--- src/rtl/bcm_pkg.sv ---
package bcm_pkg;
  typedef enum logic [3:0] {
    WIN_NONE,
    WIN_RAM_GATE,
    WIN_BANK_LO,
    WIN_BANK_HI,
    WIN_RAM_BANK,
    WIN_SPARE,
    WIN_ROM_FIX,
    WIN_ROM_SW,
    WIN_XRAM
  } win_e;

  localparam int unsigned ROM_OFF_W = 14;
  localparam int unsigned RAM_OFF_W = 13;
  localparam int unsigned ROM_BANK_W = 9;
  localparam int unsigned RAM_BANK_W = 4;
endpackage

--- src/rtl/bcm_decode.sv ---
module bcm_decode
  import bcm_pkg::*;
(
  input  logic [15:0] addr,
  input  logic        wr,
  input  logic        rd,
  output win_e        win
);
  always_comb begin
    win = WIN_NONE;
    if (wr) begin
      unique case (addr[15:12])
        4'h0, 4'h1: win = WIN_RAM_GATE;
        4'h2:       win = WIN_BANK_LO;
        4'h3:       win = WIN_BANK_HI;
        4'h4, 4'h5: win = WIN_RAM_BANK;
        4'h6, 4'h7: win = WIN_SPARE;
        4'hA, 4'hB: win = WIN_XRAM;
        default:    win = WIN_NONE;
      endcase
    end else if (rd) begin
      unique case (addr[15:13])
        3'b000, 3'b001: win = WIN_ROM_FIX;
        3'b010, 3'b011: win = WIN_ROM_SW;
        3'b101:         win = WIN_XRAM;
        default:        win = WIN_NONE;
      endcase
    end
  end
endmodule

--- src/rtl/bcm_bank_regs.sv ---
module bcm_bank_regs
  import bcm_pkg::*;
(
  input  logic                  clk,
  input  logic                  rst_n,
  input  win_e                  win,
  input  logic [7:0]            wdata,
  output logic [ROM_BANK_W-1:0] rom_bank,
  output logic [RAM_BANK_W-1:0] ram_bank,
  output logic                  ram_en
);
  always_ff @(posedge clk or negedge rst_n) begin
    if (!rst_n) begin
      rom_bank <= ROM_BANK_W'(1);
      ram_bank <= '0;
      ram_en   <= 1'b0;
    end else begin
      unique case (win)
        WIN_RAM_GATE: ram_en <= (wdata[3:0] == 4'hA);
        WIN_BANK_LO:  rom_bank[7:0] <= wdata;
        WIN_BANK_HI:  rom_bank[8] <= wdata[0];
        WIN_RAM_BANK: ram_bank <= wdata[3:0];
        default: ;
      endcase
    end
  end
endmodule

--- src/rtl/bcm_rom_map.sv ---
module bcm_rom_map
  import bcm_pkg::*;
#(
  parameter int unsigned ROM_BANKS = 320,
  localparam int unsigned BW = $clog2(ROM_BANKS),
  localparam int unsigned AW = BW + ROM_OFF_W
) (
  input  win_e                  win,
  input  logic [ROM_OFF_W-1:0]  off,
  input  logic [ROM_BANK_W-1:0] bank,
  output logic                  rom_cs,
  output logic [AW-1:0]         rom_addr,
  output logic                  rom_void
);
  logic [BW-1:0] masked;
  logic          beyond;

  assign masked = bank[BW-1:0];

  generate
    if ((ROM_BANKS & (ROM_BANKS - 1)) == 0) begin : g_pow2
      assign beyond = 1'b0;
    end else begin : g_partial
      localparam logic [BW:0] LIMIT = (BW + 1)'(ROM_BANKS);
      assign beyond = ({1'b0, masked} >= LIMIT);
    end
  endgenerate

  always_comb begin
    rom_cs   = 1'b0;
    rom_void = 1'b0;
    rom_addr = {{BW{1'b0}}, off};
    if (win == WIN_ROM_FIX) begin
      rom_cs = 1'b1;
    end else if (win == WIN_ROM_SW) begin
      rom_addr = {masked, off};
      rom_cs   = !beyond;
      rom_void = beyond;
    end
  end
endmodule

--- src/rtl/bcm_ram_map.sv ---
module bcm_ram_map
  import bcm_pkg::*;
#(
  parameter int unsigned RAM_BANKS = 16,
  parameter bit HAS_RAM = 1'b1,
  localparam int unsigned BW = $clog2(RAM_BANKS),
  localparam int unsigned AW = BW + RAM_OFF_W
) (
  input  win_e                  win,
  input  logic                  wr,
  input  logic [RAM_OFF_W-1:0]  off,
  input  logic [RAM_BANK_W-1:0] bank,
  input  logic                  ram_en,
  output logic                  ram_cs,
  output logic                  ram_we,
  output logic [AW-1:0]         ram_addr,
  output logic                  ram_void
);
  logic open_ok;
  logic hit;

  assign open_ok  = HAS_RAM && ram_en;
  assign hit      = (win == WIN_XRAM);
  assign ram_cs   = hit && open_ok;
  assign ram_we   = ram_cs && wr;
  assign ram_void = hit && !open_ok && !wr;
  assign ram_addr = {bank[BW-1:0], off};
endmodule

--- src/rtl/banked_cart_mapper.sv ---
module banked_cart_mapper
  import bcm_pkg::*;
#(
  parameter int unsigned ROM_BANKS = 320,
  parameter int unsigned RAM_BANKS = 16,
  parameter bit HAS_RAM = 1'b1,
  localparam int unsigned ROM_AW = $clog2(ROM_BANKS) + ROM_OFF_W,
  localparam int unsigned RAM_AW = $clog2(RAM_BANKS) + RAM_OFF_W
) (
  input  logic              clk,
  input  logic              rst_n,
  input  logic [15:0]       bus_addr,
  input  logic [7:0]        bus_wdata,
  input  logic              bus_wr,
  input  logic              bus_rd,
  output logic [ROM_AW-1:0] rom_addr,
  output logic              rom_cs,
  output logic [RAM_AW-1:0] ram_addr,
  output logic              ram_cs,
  output logic              ram_we,
  output logic              fill_ff
);
  win_e                  win;
  logic [ROM_BANK_W-1:0] rom_bank;
  logic [RAM_BANK_W-1:0] ram_bank;
  logic                  ram_en;
  logic                  rom_void;
  logic                  ram_void;

  bcm_decode u_dec (
    .addr (bus_addr),
    .wr   (bus_wr),
    .rd   (bus_rd),
    .win  (win)
  );

  bcm_bank_regs u_regs (
    .clk      (clk),
    .rst_n    (rst_n),
    .win      (win),
    .wdata    (bus_wdata),
    .rom_bank (rom_bank),
    .ram_bank (ram_bank),
    .ram_en   (ram_en)
  );

  bcm_rom_map #(.ROM_BANKS(ROM_BANKS)) u_rom (
    .win      (win),
    .off      (bus_addr[ROM_OFF_W-1:0]),
    .bank     (rom_bank),
    .rom_cs   (rom_cs),
    .rom_addr (rom_addr),
    .rom_void (rom_void)
  );

  bcm_ram_map #(.RAM_BANKS(RAM_BANKS), .HAS_RAM(HAS_RAM)) u_ram (
    .win      (win),
    .wr       (bus_wr),
    .off      (bus_addr[RAM_OFF_W-1:0]),
    .bank     (ram_bank),
    .ram_en   (ram_en),
    .ram_cs   (ram_cs),
    .ram_we   (ram_we),
    .ram_addr (ram_addr),
    .ram_void (ram_void)
  );

  assign fill_ff = rom_void || ram_void;
endmodule

--- config.mk ---
export PLATFORM = sky130hd
export DESIGN_NAME = banked_cart_mapper
export DESIGN_NICKNAME = d
export VERILOG_FILES = /design/src/rtl/bcm_pkg.sv /design/src/rtl/bcm_decode.sv /design/src/rtl/bcm_bank_regs.sv /design/src/rtl/bcm_rom_map.sv /design/src/rtl/bcm_ram_map.sv /design/src/rtl/banked_cart_mapper.sv
export SDC_FILE = /design/constraint.sdc
export NUM_CORES = 1
export LEC_CHECK = 0
export BUFFER_PORTS_ARGS = -buffer_cell sky130_fd_sc_hd__buf_2
export CORE_ASPECT_RATIO = 0.9
export CORE_MARGIN = 5
export CORE_UTILIZATION = 35
export DETAILED_ROUTE_END_ITERATION = 16
export HOLD_SLACK_MARGIN = 0.02
export PLACE_DENSITY = 0.75
export SYNTH_ARGS = -nofsm -noshare
export SYNTH_HDL_FRONTEND = slang
export SYNTH_SLANG_ARGS = --single-unit
--- constraint.sdc ---
create_clock -name clk -period 1 [get_ports clk]
set_input_delay 0.2 -clock clk [delete_from_list [all_inputs] [get_ports clk]]
set_output_delay 0.2 -clock clk [all_outputs]
set_load 0.1 [all_outputs]
==> results.py <==
metrics = {
    "clocking": {
        "cts_tree": "yes",
        "clk_pin_slew_ns": 0.07,
        "cts_root_buffer": "clkbuf_4",
        "insertion_delay_ns": 0.28,
        "h-tree-depth": 1,
        "cts_made_buffers": 3,
        "cts.sinks": 14,
        "cts.path.max_buffers": 2,
    },
    "timing": {
        "fin_crit_ns": 1.59,
        "rsz0062_at_grt": "true",
        "finalSetupViolCount": 25,
        "clock.fmax_mhz": 628,
        "clock_skew_ns": 0,
        "tightest_slew_ns": 0.319,
        "hold_viol_final": 0,
        "fin_crit_sh_pct": 159,
        "slew_headroom_pct": 78.5,
        "final_max_slew_viol_count": 0,
        "setup_ws_ns": -0.592,
    },
    "grt": {
        "antenna_found_initial": 0,
        "grt_overflow": 0,
        "track_usage_pct": 13.7,
        "grt_pass1_vias": 824,
        "grt_max_degree": 15,
        "grt_first_pass_wirelength_um": 3950,
    },
    "route": {
        "route.detailed.drc": 0,
        "dr_total_vias": 739,
        "vias_per_cell": 4.99,
        "drt_iter0_drc": 4,
        "wirelength_um": 2520,
        "ant_nets": 0,
        "routedWlPerCell_um": 17.1,
        "dr.pass1.iters": 2,
    },
    "worst_setup_path": {
        "rr_worst_depth": 3,
        "arrival_ns": 1.39,
        "endpoint": "rom_cs",
        "r2r-end": "u_regs.rom_bank[6]",
        "worstReg2RegStart": "u_regs.rom_bank[6]",
        "path_class": "reg -> out",
        "cp-startpoint": "u_regs.rom_bank[6]",
        "cp_max_fo": 3,
        "startpoint_type": "flop",
        "worstPathRequired_ns": 0.80,
        "r2r_setup_slack_ns": -0.08,
        "end_kind": "output port",
    },
    "place": {
        "dp_hpwl_um": 1870,
        "io_buffers": 35,
        "place_area_um2": 1470,
        "gp_congestion": 0.735,
        "pre_cts_slack_ns": -0.373,
    },
    "layout": {
        "multiInputGateArea_um2": 504,
        "antenna_cells": 0,
        "nFillCells": 189,
        "fin_nets": 149,
        "drive_gt1_share_pct": 86.7,
        "area_growth_syn_to_layout_pct": 80.4,
        "final_area_um2": 1650,
        "seqCellArea_um2": 357,
    },
    "logic_synthesis": {
        "synth_flop_cell": "dfrtp_1",
        "synthArstFlopShare_pct": 100,
        "netlist_area_um2": 917,
        "ys_ff_latch": 14,
        "synth_commonest_cells": "buf_4 (27), dfrtp_1 (13), mux2_2 (13)",
        "yosys.area.top_type": "dfrtp_1",
        "synth.most_common_cell": "buf_4",
        "synth_cell_types": 20,
        "avgSynthCellArea_um2": 11.3,
        "synth_area_leaders": "dfrtp_1 (35%), buf_4 (22%), mux2_2 (16%), and2_1 (6.8%), dfstp_2 (2.9%)",
        "synth.top_cell.area_share_pct": 35.5,
        "syn_nets": 109,
        "ys_seq_area_share_pct": 38.3,
        "netlist_instances": 81,
        "synth_edf_count": 0,
        "yosys_warnings": 0,
    },
    "floorplanning": {
        "fp.dieH_um": 58.6,
        "die_area_um2": 3750,
        "die_w_um": 64.0,
        "start_util_pct": 36.9,
        "io_pins": 72,
        "core_um2": 2490,
        "num_rows": 17,
    },
    "power": {
        "power_density_nw_per_um2": 1460,
        "ir_drop_mv": 1.74,
        "p_leak_uw": 0.000770,
    },
    "outcome": {
        "violations": "setup timing",
        "status": "finished with violations",
    },
    "job": {
        "max_cap_viol_count": 0,
    },
    "worst_hold_path": {
        "min_path_type": "in -> reg",
    },
}
## per-stage QoR
step	utilization, %	hold WS [ns]	power [µW]	setup TNS [ns]	cells
2_1_floorplan	-	-0.0956	1880	-5.91	81
3_3_place_gp	58.9	0.0942	1840	-7.93	133
3_5_place_dp	58.9	0.107	1860	-8.61	133
4_1_cts	64.6	0.149	2340	-5.44	143
5_1_grt	66.5	0.139	2520	-6.25	148
6_report	66.5	0.156	2420	-5.54	148
## power breakdown
part	internal, µW	switching [µW]
sequential	703	114
clock	221	174
combinational	604	601
total	1530	889
## flip-flops by register name, indices dropped and copies added (netlist names)
| name | flops |
|---|---|
| u_regs.ram_bank | 4 |
| u_regs.rom_bank | 9 |
| u_regs.ram_en | 1 |
## worst max-delay path: stages (launching register included)
cell      delay, ns
dfrtp_1        0.42
o211ai_1       0.21
nor4bb_4       0.27
buf_12         0.21
## how the worst min path moves through the flow
stage / from / end / slack, ns / cells past startpoint
after floorplan: rst_n / u_regs.ram_bank[0] / -0.1 / 0
after global placement: rst_n / u_regs.ram_en / 0.09 / 1
after detailed placement: rst_n / u_regs.ram_en / 0.11 / 1
after CTS: bus_wdata[5] / u_regs.rom_bank[5] / 0.15 / 2
after global routing: bus_wdata[5] / u_regs.rom_bank[5] / 0.14 / 2
final: bus_wdata[5] / u_regs.rom_bank[5] / 0.16 / 2
## placed cells by master (no fill, tap or decap), drive strengths merged
cell	n
nor3b	3
a32o	1
clkbuf	4
nor3	2
dfstp	1
and2b	1
mux2	14
dlygate4sd3	1
nor2	1
and4b	1
nand4b	1
and4bb	2
nand2b	1
buf	60
o21ai	1
dfrtp	13
and2	10
o211ai	1
nor4bb	2
## layout make-up
type,instances,share of cell area (%)
flip-flops and latches,14,21.6
repair buffers,61,43.6
clock buffers,4,2.19
multi-input cells,41,30.5
well taps,28,2.12
## what timing repair did
action | 4_1_cts | 5_1_grt
setup buffers | 4 | 5
pin swaps | 9 | 5
endpoints found under the hold margin | 13 | 0
gates cloned | 1 | 0
gates resized for setup | 16 | 3
setup endpoints to repair | 25 | 26
hold buffers | 1 | 0
## cells by family (layout without fill, tap and decap cells)
family | after synthesis | count (layout) | synth area share [%]
buffers and inverters | 27 | 65 | 22.1
AOI/OAI and AO/OA | 3 | 3 | 2.46
and+or+nand+nor | 23 | 24 | 19.9
muxes | 14 | 14 | 17.2
DFF | 14 | 14 | 38.3
## per-layer routing
layer	share of wire [%]	track usage [%]	vias to the layer above
met3	7.4	4.96	12
li1	-	-	335
met4	2.8	7.12	0
met1	35	14.3	373
met2	54	24.2	19
met5	0	0	-
Power figures use the tool's default switching activity.
